$ cat config.mk
export PLATFORM = sky130hd
export DESIGN_NAME = ctag_gen
export DESIGN_NICKNAME = d
export VERILOG_FILES = /design/src/rtl/ctag_pkg.sv /design/src/rtl/ctag_pack.sv /design/src/rtl/ctag_crc.sv /design/src/rtl/ctag_fold.sv /design/src/rtl/ctag_gen.sv
export SDC_FILE = /design/constraint.sdc
export NUM_CORES = 1
export LEC_CHECK = 0
export BUFFER_PORTS_ARGS = -buffer_cell sky130_fd_sc_hd__buf_2
export CAP_MARGIN = 25
export CORE_MARGIN = 1
export CORE_UTILIZATION = 51
export CTS_CLUSTER_DIAMETER = 150
export CTS_CLUSTER_SIZE = 30
export DETAILED_ROUTE_END_ITERATION = 8
export PLACE_DENSITY = 0.86
export SLEW_MARGIN = 20
export SYNTH_ARGS = -nofsm -noshare
export SYNTH_HDL_FRONTEND = slang
export SYNTH_HIERARCHICAL = 1
export SYNTH_SLANG_ARGS = --single-unit
$ cat constraint.sdc
create_clock -name clk -period 1.1 [get_ports clk]
set_clock_uncertainty 0.1 [all_clocks]
set_input_delay 0.11 -clock clk [delete_from_list [all_inputs] [get_ports clk]]
set_output_delay 0.11 -clock clk [all_outputs]
set_load 0.05 [all_outputs]
$ cat src/rtl/ctag_pkg.sv
package ctag_pkg;

    localparam int unsigned CID_W_DEF   = 24;
    localparam int unsigned FIELD_W_DEF = 4;
    localparam int unsigned TAG_W_DEF   = 8;
    localparam logic [7:0]  POLY_DEF    = 8'h07;
    localparam logic [7:0]  SEED_DEF    = 8'hFF;

    typedef enum logic [1:0] {
        ST_IDLE = 2'd0,
        ST_TAG  = 2'd1,
        ST_CLR  = 2'd2
    } ctag_state_e;

endpackage

$ cat src/rtl/ctag_pack.sv
module ctag_pack #(
    parameter int unsigned CID_W   = 24,
    parameter int unsigned FIELD_W = 4,
    localparam int unsigned WORD_W = CID_W + 2 * FIELD_W
) (
    input  logic [CID_W-1:0]   cid,
    input  logic [FIELD_W-1:0] region,
    input  logic [FIELD_W-1:0] kind,
    output logic [WORD_W-1:0]  word
);
    localparam logic [FIELD_W-1:0] FMASK = '1;

    // identifier on top, region in the middle, type at the bottom
    assign word = {cid, region & FMASK, kind & FMASK};
endmodule

$ cat src/rtl/ctag_crc.sv
module ctag_crc #(
    parameter int unsigned DATA_W = 32,
    parameter int unsigned CRC_W  = 8,
    parameter logic [CRC_W-1:0] POLY = 8'h07,
    parameter logic [CRC_W-1:0] SEED = 8'hFF
) (
    input  logic [DATA_W-1:0] data,
    output logic [CRC_W-1:0]  crc
);
    // Unrolled serial LFSR, MSB first; elaborates into a flat XOR network.
    always_comb begin
        logic [CRC_W-1:0] acc;
        logic             fb;
        acc = SEED;
        fb  = 1'b0;
        for (int i = DATA_W - 1; i >= 0; i--) begin
            fb  = acc[CRC_W-1] ^ data[i];
            acc = {acc[CRC_W-2:0], 1'b0};
            if (fb) begin
                acc = acc ^ POLY;
            end
        end
        crc = acc;
    end
endmodule

$ cat src/rtl/ctag_fold.sv
module ctag_fold #(
    parameter int unsigned TAG_W = 8
) (
    input  logic [TAG_W-1:0] crc,
    input  logic [TAG_W-1:0] old_tag,
    input  logic             inval,
    output logic [TAG_W-1:0] tag
);
    always_comb begin
        if (inval) begin
            tag = {1'b0, old_tag[TAG_W-2:0]};
        end else begin
            tag = {1'b1, crc[TAG_W-2:0]};
        end
    end
endmodule

$ cat src/rtl/ctag_gen.sv
module ctag_gen
    import ctag_pkg::*;
#(
    parameter int unsigned CID_W   = CID_W_DEF,
    parameter int unsigned FIELD_W = FIELD_W_DEF,
    parameter int unsigned TAG_W   = TAG_W_DEF,
    parameter logic [TAG_W-1:0] POLY = POLY_DEF,
    parameter logic [TAG_W-1:0] SEED = SEED_DEF
) (
    input  logic               clk,
    input  logic               rst_n,
    input  logic               in_valid,
    input  logic               in_inval,
    input  logic [CID_W-1:0]   in_cid,
    input  logic [FIELD_W-1:0] in_region,
    input  logic [FIELD_W-1:0] in_type,
    input  logic [TAG_W-1:0]   in_tag,
    output logic               out_valid,
    output logic [TAG_W-1:0]   out_tag
);
    localparam int unsigned WORD_W = CID_W + 2 * FIELD_W;

    logic [WORD_W-1:0] word;
    logic [TAG_W-1:0]  crc;
    logic [TAG_W-1:0]  tag_d;
    logic [TAG_W-1:0]  tag_q;
    ctag_state_e       state, state_nxt;

    ctag_pack #(.CID_W(CID_W), .FIELD_W(FIELD_W)) u_pack (
        .cid    (in_cid),
        .region (in_region),
        .kind   (in_type),
        .word   (word)
    );

    ctag_crc #(.DATA_W(WORD_W), .CRC_W(TAG_W), .POLY(POLY), .SEED(SEED)) u_crc (
        .data (word),
        .crc  (crc)
    );

    ctag_fold #(.TAG_W(TAG_W)) u_fold (
        .crc     (crc),
        .old_tag (in_tag),
        .inval   (in_inval),
        .tag     (tag_d)
    );

    // next state: GO_IDLE / GO_TAG / GO_CLR, identical from every state
    always_comb begin
        unique case (state)
            ST_IDLE, ST_TAG, ST_CLR: begin
                if (!in_valid)     state_nxt = ST_IDLE;
                else if (in_inval) state_nxt = ST_CLR;
                else               state_nxt = ST_TAG;
            end
            default: state_nxt = ST_IDLE;
        endcase
    end

    always_ff @(posedge clk or negedge rst_n) begin
        if (!rst_n) state <= ST_IDLE;
        else        state <= state_nxt;
    end

    always_ff @(posedge clk or negedge rst_n) begin
        if (!rst_n)        tag_q <= '0;
        else if (in_valid) tag_q <= tag_d;
    end

    assign out_valid = (state != ST_IDLE);
    assign out_tag   = tag_q;
endmodule

==> out/summary.txt, run 1 <==
syn_area_per_cell - 12.1 µm²
Post-route DRC - 8
Net Sw Frac - 39.8%
most frequent cells in the layout - buf_2 (37), buf_4 (36), xnor2_1 (21), mux2_4 (15), xnor2_2 (14)
Mapped Cells - 128
root buf cell - clkbuf_4
layout cells sized above 1 - 70.2%
Final #Nets - 226
first-pass GRT wire length - 4910 µm
fin cells - 212
Top Metal Used - met4
maximum number of pins on one net before global-route repair - 11
Port Buffer Count - 51
die height - 57.1 µm
io pins - 53
Slew Viols, Final - 0
status - finished with violations
Power Internal - 2830 µW
unrepaired setup endpoints after global routing - true
GRT Total Usage - 20.2%
die area - 3260 µm²
met1 WL - 1230 µm
WP data required - 1.15 ns
min Tclk post-route - 2.13 ns
via count - 1,004
met2 wire length - 1780 µm
DRT iter0 DRCs - 18
Power Density - 2240 nW/µm²
max-cap violations - 0
worst-skew pair later-pin latency - 0.26 ns
Die Wd - 57.1 µm
Peak Freq - 0.469 GHz
gpl congestion - 0.791
most common cell after layout, fill and taps aside - buf_2
Setup-failing EPs final - 8
Net Switching - 1870 µW
antenna fix cells - 0
Crit path arrival time - 2.19 ns
Mapped Nets - 172
Pleak - 0.00113 µW
clock-pin slew on the worst setup and hold paths - 0.06 ns
slowest stage delay, CP - 0.52 ns
setup TNS - -6.91 ns
post-DP HPWL - 2440 µm
met3 routed WL - 132 µm
crit-path cells - buf_12 -> xnor2_4 -> xnor3_1 -> xnor2_2 -> xnor3_2 -> xnor2_2 -> mux2_4 -> mux2_4
Final Cell Area - 2100 µm²
Top delay family on crit path - XOR/XNOR gates
Comb power frac - 80.0%
clock network power share - 6.9%
failing checks - design-rule violations, negative setup slack
crit path buf inv count - 1
DR WL/cell - 15.1 µm
peak supply drop - 0.890 mV
clk buf depth - 2
H-tree depth - 1
final setup margin - -1.03 ns
critical path class - in -> reg
Initial Utilization - 55.2%
drt first pass iters - 6
Hold/Removal Path Class - in -> reg
Critical Path End Type - flip-flop
Clock Sinks - 10
worst-margin pin slew - 0.333 ns
CP Max Fanout - 3
total gr overflow - 0
Slowest-stage cell, CP - xnor3_2
CTS tree - yes
Seq pwr share - 13.1%
fin crit share - 194%
initial antenna violation count - 0
synthesized area - 1550 µm²
WL final - 3210 µm
antenna viol nets, final - 0
slew margin rel. - 77.6%
vias in the first global route - 1,106
placed instance count - 200
Area Growth Syn to Fin - 35.9%
synth warn - 6
Rows - 19
crit start category - primary input
Core Region - 2810 µm²
CTS Buf Count - 3
Area after DPL - 1840 µm²
Fin. Hold Viols - 0
post-layout util - 75.0%
drt via density - 4.74
## stage by stage
| stage | setup WS, ns | hold slack (ns) | power (µW) |
|---|---|---|---|
| after global placement | -1.22 | -0.134 | 3720 |
| after CTS | -1.05 | 0.0999 | 4390 |
| after detailed placement | -1.36 | -0.122 | 3840 |
| final | -1.03 | 0.101 | 4710 |
| after global routing | -1.09 | 0.108 | 4940 |
| after floorplan | -1.20 | -0.286 | 3300 |
## registers in the layout (all words and copies together), names as in the netlist
signal	cells
out_tag	8
state	2
## worst paths after layout
kind	start	endpoint	slack (ns)	cells past startpoint
setup / recovery	in_cid[19]	out_tag[0]$_DFFE_PN0P_	-1.03	8
hold / removal	in_tag[4]	out_tag[4]$_DFFE_PN0P_	0.10	3
setup reg to reg	state[1]$_DFF_PN0_	state[0]$_DFF_PN0_	0.05	3
hold reg to reg	out_tag[1]$_DFFE_PN0P_	out_tag[1]$_DFFE_PN0P_	0.43	1
max in group asynchronous	rst_n	state[0]$_DFF_PN0_	0.59	2
min in group asynchronous	rst_n	out_tag[0]$_DFFE_PN0P_	0.12	2
## power groups by stage
stage	registers (µW)	clock network, µW	logic [µW]
floorplan	1070	0	2220
global placement	591	0	3130
detailed placement	602	0	3240
CTS	611	332	3450
global route	626	342	3980
finish	616	326	3770
## routing by layer
metal / track usage [%] / vias to the layer above
met2: 41.0 / 37
met5: 0 / -
li1: - / 487
met1: 22.0 / 474
met3: 1.13 / 6
met4: 6.62 / 0
## layout make-up
cell class              count  area, µm²
repair buffers             84        594
fillers                   181        701
multi-input cells          81       1180
inverters                   2       7.51
flip-flops and latches     10        250
well taps                  31       38.8
clock buffers               4       36.3
## worst reg2reg max path, cell delays in order, from the launching register on
cell      delay (ns)
dfrtp_1         0.39
buf_4           0.13
buf_4           0.13
a211oi_2        0.21
## timing repair
item,4_1_cts,5_1_grt
cloned,0,0
pin swaps,8,15
hold endpoints to repair,10,0
resized for setup,21,21
hold buffers,1,0
setup endpoints to repair,14,10
setup buffers,4,3
(Power assumes the default switching activity.)
==> inputs of run 2 (changes only) <==
--- a/config.mk
+++ b/config.mk
@@ -13,6 +13,7 @@
 export CTS_CLUSTER_SIZE = 30
 export DETAILED_ROUTE_END_ITERATION = 8
 export PLACE_DENSITY = 0.86
+export REMOVE_ABC_BUFFERS = 1
 export SLEW_MARGIN = 20
 export SYNTH_ARGS = -nofsm -noshare
 export SYNTH_HDL_FRONTEND = slang
==> out/summary.txt, run 2 (same netlist as run 1, synthesis figures left out) <==
status - finished with violations
failing checks - design-rule violations, negative setup slack
unrepaired setup endpoints after global routing - true
initial antenna violation count - 0 (unchanged)
WP data required - 1.15 ns (about the same)
Critical Path End Type - flip-flop
worst-margin pin slew - 0.371 ns (+0.0383 ns)
most common cell after layout, fill and taps aside - buf_4
max-cap violations - 0 (unchanged)
io pins - 53 (unchanged)
crit path buf inv count - 2 (+1)
Post-route DRC - 7 (-1)
total gr overflow - 0 (unchanged)
maximum number of pins on one net before global-route repair - 11 (unchanged)
Peak Freq - 0.456 GHz (-2.6%)
die height - 57.1 µm (unchanged)
Fin. Hold Viols - 0 (unchanged)
Pleak - 0.00116 µW (+2.6%)
first-pass GRT wire length - 5470 µm (+12%)
slowest stage delay, CP - 0.38 ns (-0.14 ns)
setup TNS - -7.36 ns (-0.451 ns)
most frequent cells in the layout - buf_4 (40), buf_2 (37), xnor2_1 (23), mux2_4 (15), xnor2_2 (11)
via count - 1,042 (+3.8%)
DRT iter0 DRCs - 38 (+20)
H-tree depth - 1 (unchanged)
CTS Buf Count - 3 (unchanged)
critical path class - in -> reg
Slowest-stage cell, CP - xnor3_1
hold_ws - 0.0969 ns (-0.00389 ns)
slew margin rel. - 75.1% (-2.6 points)
Final #Nets - 235 (+4.0%)
Area Growth Syn to Fin - 40.5%
Slew Viols, Final - 0 (unchanged)
crit start category - primary input
drt via density - 4.74 (about the same)
Largest register FFs - 8 (unchanged)
post-DP HPWL - 2510 µm (+2.8%)
Setup-failing EPs final - 8 (unchanged)
fin crit share - 199% (+5.2 points)
Rows - 19 (unchanged)
Crit path arrival time - 2.24 ns (+0.05 ns)
antenna fix cells - 0 (unchanged)
WL final - 3700 µm (+15%)
Port Buffer Count - 51 (unchanged)
vias in the first global route - 1,119 (+1.2%)
root buf cell - clkbuf_4
die area - 3260 µm² (unchanged)
DR WL/cell - 16.8 µm (+11%)
CP Max Fanout - 3 (unchanged)
antenna viol nets, final - 0 (unchanged)
peak supply drop - 1.78 mV (+100%)
min Tclk post-route - 2.19 ns (+0.0576 ns)
clock-pin slew on the worst setup and hold paths - 0.06 ns (about the same)
Initial Utilization - 55.2% (unchanged)
final setup margin - -1.09 ns (-0.0576 ns)
drt first pass iters - 6 (unchanged)
CTS tree - yes
layout cells sized above 1 - 72.0% (+1.8 points)
Clock Sinks - 10 (unchanged)
Die Wd - 57.1 µm (unchanged)
fin cells - 220 (+3.8%)
crit-path cells - buf_6 -> buf_6 -> xnor3_1 -> xnor3_2 -> xnor3_1 -> xor2_1 -> xnor2_1 -> mux2_4 -> mux2_4
worst-skew pair later-pin latency - 0.26 ns (about the same)
Core Region - 2810 µm² (unchanged)
Top delay family on crit path - XOR/XNOR gates
Hold/Removal Path Class - in -> reg
clk buf depth - 2 (unchanged)
placed instance count - 205 (+2.5%)
gpl congestion - 0.778 (-1.6%)
Power Density - 2160 nW/µm² (-3.5%)
GRT Total Usage - 22.9% (+2.7 points)
## run 2: path summary, 6_finish.rpt
check                                  startpoint                      to  slack (ns)  cells past startpoint
setup reg to reg               state[1]$_DFF_PN0_      state[0]$_DFF_PN0_        0.08                      3
min in group asynchronous                   rst_n  out_tag[6]$_DFFE_PN0P_        0.15                      2
setup / recovery                       in_cid[19]  out_tag[2]$_DFFE_PN0P_       -1.09                      9
max in group asynchronous                   rst_n  out_tag[2]$_DFFE_PN0P_        0.56                      2
hold reg to reg            out_tag[1]$_DFFE_PN0P_  out_tag[1]$_DFFE_PN0P_        0.42                      1
hold / removal                          in_tag[5]  out_tag[5]$_DFFE_PN0P_         0.1                      3
## run 2: power by group
group	leakage, µW	internal (µW)	switching [µW]
registers	0.000119	515	95.6
logic	0.00102	2130	1720
clock network	0.0000138	126	121
total	0.00116	2770	1930
## run 2: layout make-up
type,count,area [µm²]
sequential,10,250
clock buffer,3,22.5
inverter,2,7.51
timing repair buffer,93,668
tap,31,38.8
multi-input combinational,81,1190
fill,165,628
## run 2: per-stage QoR
step           total power [µW]  setup slack, ns  util [%]  cell area (µm²)
2_1_floorplan              3030            -1.26         -             1270
3_3_place_gp               3640            -1.34      64.0             1790
3_5_place_dp               3760            -1.50      64.0             1790
5_1_grt                    4910            -1.13      77.6             2180
4_1_cts                    4430            -1.03      73.5             2060
6_report                   4700            -1.09      77.6             2180
## run 2: per-layer routing
metal	track usage [%]	vias to the layer above	share of wire (%)
li1	-	504	-
met1	28.9	509	40
met2	40.8	23	56
met3	4.08	6	2.6
met4	5.57	0	1.3
met5	0	-	0
## run 2: worst register-to-register path, cell delays in order (launching register included)
cell and delay (ns):
dfrtp_1 0.38, buf_4 0.13, buf_4 0.13, a211oi_2 0.21
## run 2: timing repair
item | 4_1_cts | 5_1_grt
hold buffers | 1 | 0
endpoints found under the setup margin | 10 | 14
pin swaps | 16 | 12
hold endpoints to repair | 10 | 0
gates resized for setup | 32 | 25
buffers inserted | 8 | 3
==> inputs of run 3 (changes only) <==
--- a/config.mk
+++ b/config.mk
@@ -8,11 +8,12 @@
 export BUFFER_PORTS_ARGS = -buffer_cell sky130_fd_sc_hd__buf_2
 export CAP_MARGIN = 25
 export CORE_MARGIN = 1
-export CORE_UTILIZATION = 51
+export CORE_UTILIZATION = 53
+export CTS_BUF_LIST = sky130_fd_sc_hd__clkbuf_4
 export CTS_CLUSTER_DIAMETER = 150
 export CTS_CLUSTER_SIZE = 30
 export DETAILED_ROUTE_END_ITERATION = 8
-export PLACE_DENSITY = 0.86
+export PLACE_DENSITY = 0.89
 export REMOVE_ABC_BUFFERS = 1
 export SLEW_MARGIN = 20
 export SYNTH_ARGS = -nofsm -noshare
==> out/summary.txt, run 3 (same netlist as run 1, synthesis figures left out) <==
max-cap violations - 0 (unchanged)
Peak Freq - 0.454 GHz (-0.56%)
most frequent cells in the layout - buf_4 (37), buf_2 (36), xnor2_1 (24), mux2_4 (15), buf_6 (13)
Core Region - 2760 µm² (-1.7%)
Slowest-stage cell, CP - xnor3_2
cell repeated most along the worst path - mux2_4
crit-path cells - buf_8 -> xnor2_4 -> xnor3_1 -> xnor2_1 -> xnor3_2 -> xnor2_2 -> mux2_4 -> mux2_4
Rows - 19 (unchanged)
GRT Total Usage - 21.9% (-1.1 points)
slew margin rel. - 75.3% (+0.19 points)
post-layout util - 79.6% (+2.0 points)
Port Buffer Count - 51 (unchanged)
layout cells sized above 1 - 71.3% (-0.68 points)
CTS Buf Count - 3 (unchanged)
Post-route DRC - 0 (-7)
clock-pin slew on the worst setup and hold paths - 0.07 ns (about the same)
Min-Delay Endpoint - out_tag[6]$_DFFE_PN0P_
gpl congestion - 0.825 (+6.0%)
R2R setup slack - 0.11 ns (+0.03 ns)
WL final - 3660 µm (-1.1%)
CP Max Fanout - 3 (unchanged)
clock network power share - 5.5% (+0.2 points)
Fill cells - 165 (unchanged)
unrepaired setup endpoints after global routing - true
hold wc startpoint - in_tag[6]
Initial Utilization - 56.2% (+0.95 points)
root buf cell - clkbuf_4
final setup margin - -1.10 ns (-0.0124 ns)
Setup-failing EPs final - 8 (unchanged)
hold_ws - 0.102 ns (+0.00457 ns)
GR Util met3 - 3.02% (-1.1 points)
hold path depth - 3 (unchanged)
Fin. Hold Viols - 0 (unchanged)
status - finished with violations
Net Sw Frac - 41.1% (-0.081 points)
R2R cell count - 3 (unchanged)
Die Wd - 56.1 µm (-1.8%)
die area - 3140 µm² (-3.6%)
Crit Reg-Reg Startpoint - state[0]$_DFF_PN0_
Largest register FFs - 8 (unchanged)
slowest stage delay, CP - 0.50 ns (+0.12 ns)
total gr overflow - 0 (unchanged)
worst-margin pin slew - 0.368 ns (-0.00283 ns)
maximum number of pins on one net before global-route repair - 11 (unchanged)
initial antenna violation count - 0 (unchanged)
Comb power frac - 81.6% (-0.2 points)
antenna fix cells - 0 (unchanged)
met2 usage - 42.2% (+1.3 points)
drt first pass iters - 4 (-2)
clk buf depth - 2 (unchanged)
H-tree depth - 1 (unchanged)
crit start category - primary input
Net Switching - 1970 µW (+1.7%)
Top delay family on crit path - XOR/XNOR gates
post-DP HPWL - 2410 µm (-3.9%)
Slew Viols, Final - 0 (unchanged)
via count - 1,068 (+2.5%)
fin crit share - 200% (+1.1 points)
worst-skew pair later-pin latency - 0.27 ns (about the same)
Seq pwr share - 12.9% (about the same)
DR WL/cell - 16.7 µm (-0.63%)
Critical Path End Type - flip-flop
peak supply drop - 1.97 mV (+11%)
busiest layer in global routing - met2
Final #Nets - 233 (-0.85%)
io pins - 53 (unchanged)
failing checks - negative setup slack
Power Internal - 2820 µW (+2.0%)
critical path class - in -> reg
Hold/Removal Path Class - in -> reg
Area Growth Syn to Fin - 41.7%
Crit path arrival time - 2.25 ns (about the same)
Pleak - 0.00115 µW (-0.62%)
reg-to-reg endpoint - state[0]$_DFF_PN0_
crit path buf inv count - 1 (-1)
min Tclk post-route - 2.20 ns (+0.0124 ns)
CTS tree - yes
die height - 56.1 µm (-1.8%)
DRT iter0 DRCs - 38 (unchanged)
Clock Sinks - 10 (unchanged)
drt via density - 4.88 (+3.0%)
met1 usage - 24.3% (-4.6 points)
most common cell after layout, fill and taps aside - buf_4
Final Total Pwr - 4790 µW (+1.9%)
antenna viol nets, final - 0 (unchanged)
WP data required - 1.15 ns (about the same)
first-pass GRT wire length - 5290 µm (-3.4%)
vias in the first global route - 1,185 (+5.9%)
Power Density - 2180 nW/µm² (+1.1%)
run 3: changes by cell type in the layout (fill, tap and decap cells not counted), sizes merged:
cell	previous run	this run
buf	90	88
clkinv	0	1
run 3: timing repair:
action,CTS,global route
pin swaps,9,15
resized for setup,24,35
endpoints found under the setup margin,10,14
endpoints found under the hold margin,10,0
buffers inserted,6,4
hold buffers,1,0
run 3: power by group through the flow:
stage / clock network (µW) / registers (µW) / logic [µW]
after detailed placement: 0 / 600 / 3130
after CTS: 258 / 597 / 3410
after floorplan: 0 / 1070 / 1960
after global routing: 293 / 621 / 4090
after global placement: 0 / 593 / 3020
final: 263 / 618 / 3910
run 3: worst max path at each step:
| stage | endpoint | cells past startpoint | from |
|---|---|---|---|
| floorplan | out_tag[0]$_DFFE_PN0P_ | 7 | in_cid[21] |
| global placement | out_tag[2]$_DFFE_PN0P_ | 8 | in_cid[16] |
| detailed placement | out_tag[1]$_DFFE_PN0P_ | 8 | in_cid[21] |
| CTS | out_tag[1]$_DFFE_PN0P_ | 9 | in_cid[22] |
| global route | out_tag[1]$_DFFE_PN0P_ | 8 | in_cid[23] |
| finish | out_tag[1]$_DFFE_PN0P_ | 8 | in_cid[23] |
run 3: cell type report:
cell class              count  area, µm²  share of cell area, %
multi-input cells          81       1210                   55.2
clock inverters             1       3.75                  0.171
clock buffers               3       22.5                   1.03
well taps                  31       38.8                   1.77
repair buffers             91        659                   30.0
inverters                   2       7.51                  0.342
flip-flops and latches     10        250                   11.4
run 3: per-layer routing:
layer  routed length, µm  share of wire, %
met1                1350                37
met2                2080                57
met3                 154               4.2
met4                  83               2.3
met5                   0                 0
run 3: worst reg2reg max path, stage by stage (launching register included):
cell and delay (ns):
dfrtp_1 0.38, buf_4 0.13, buf_4 0.13, a211oi_2 0.17
run 3: per-stage QoR:
| stage | instances | setup slack [ns] | area, µm² | TNS (ns) |
|---|---|---|---|---|
| after floorplan | 93 | -1.26 | 1270 | -8.11 |
| after global placement | 205 | -1.34 | 1790 | -9.19 |
| after detailed placement | 205 | -1.43 | 1790 | -9.69 |
| after CTS | 216 | -1.04 | 2000 | -7.14 |
| after global routing | 219 | -1.16 | 2190 | -7.67 |
| final | 219 | -1.10 | 2190 | -7.26 |
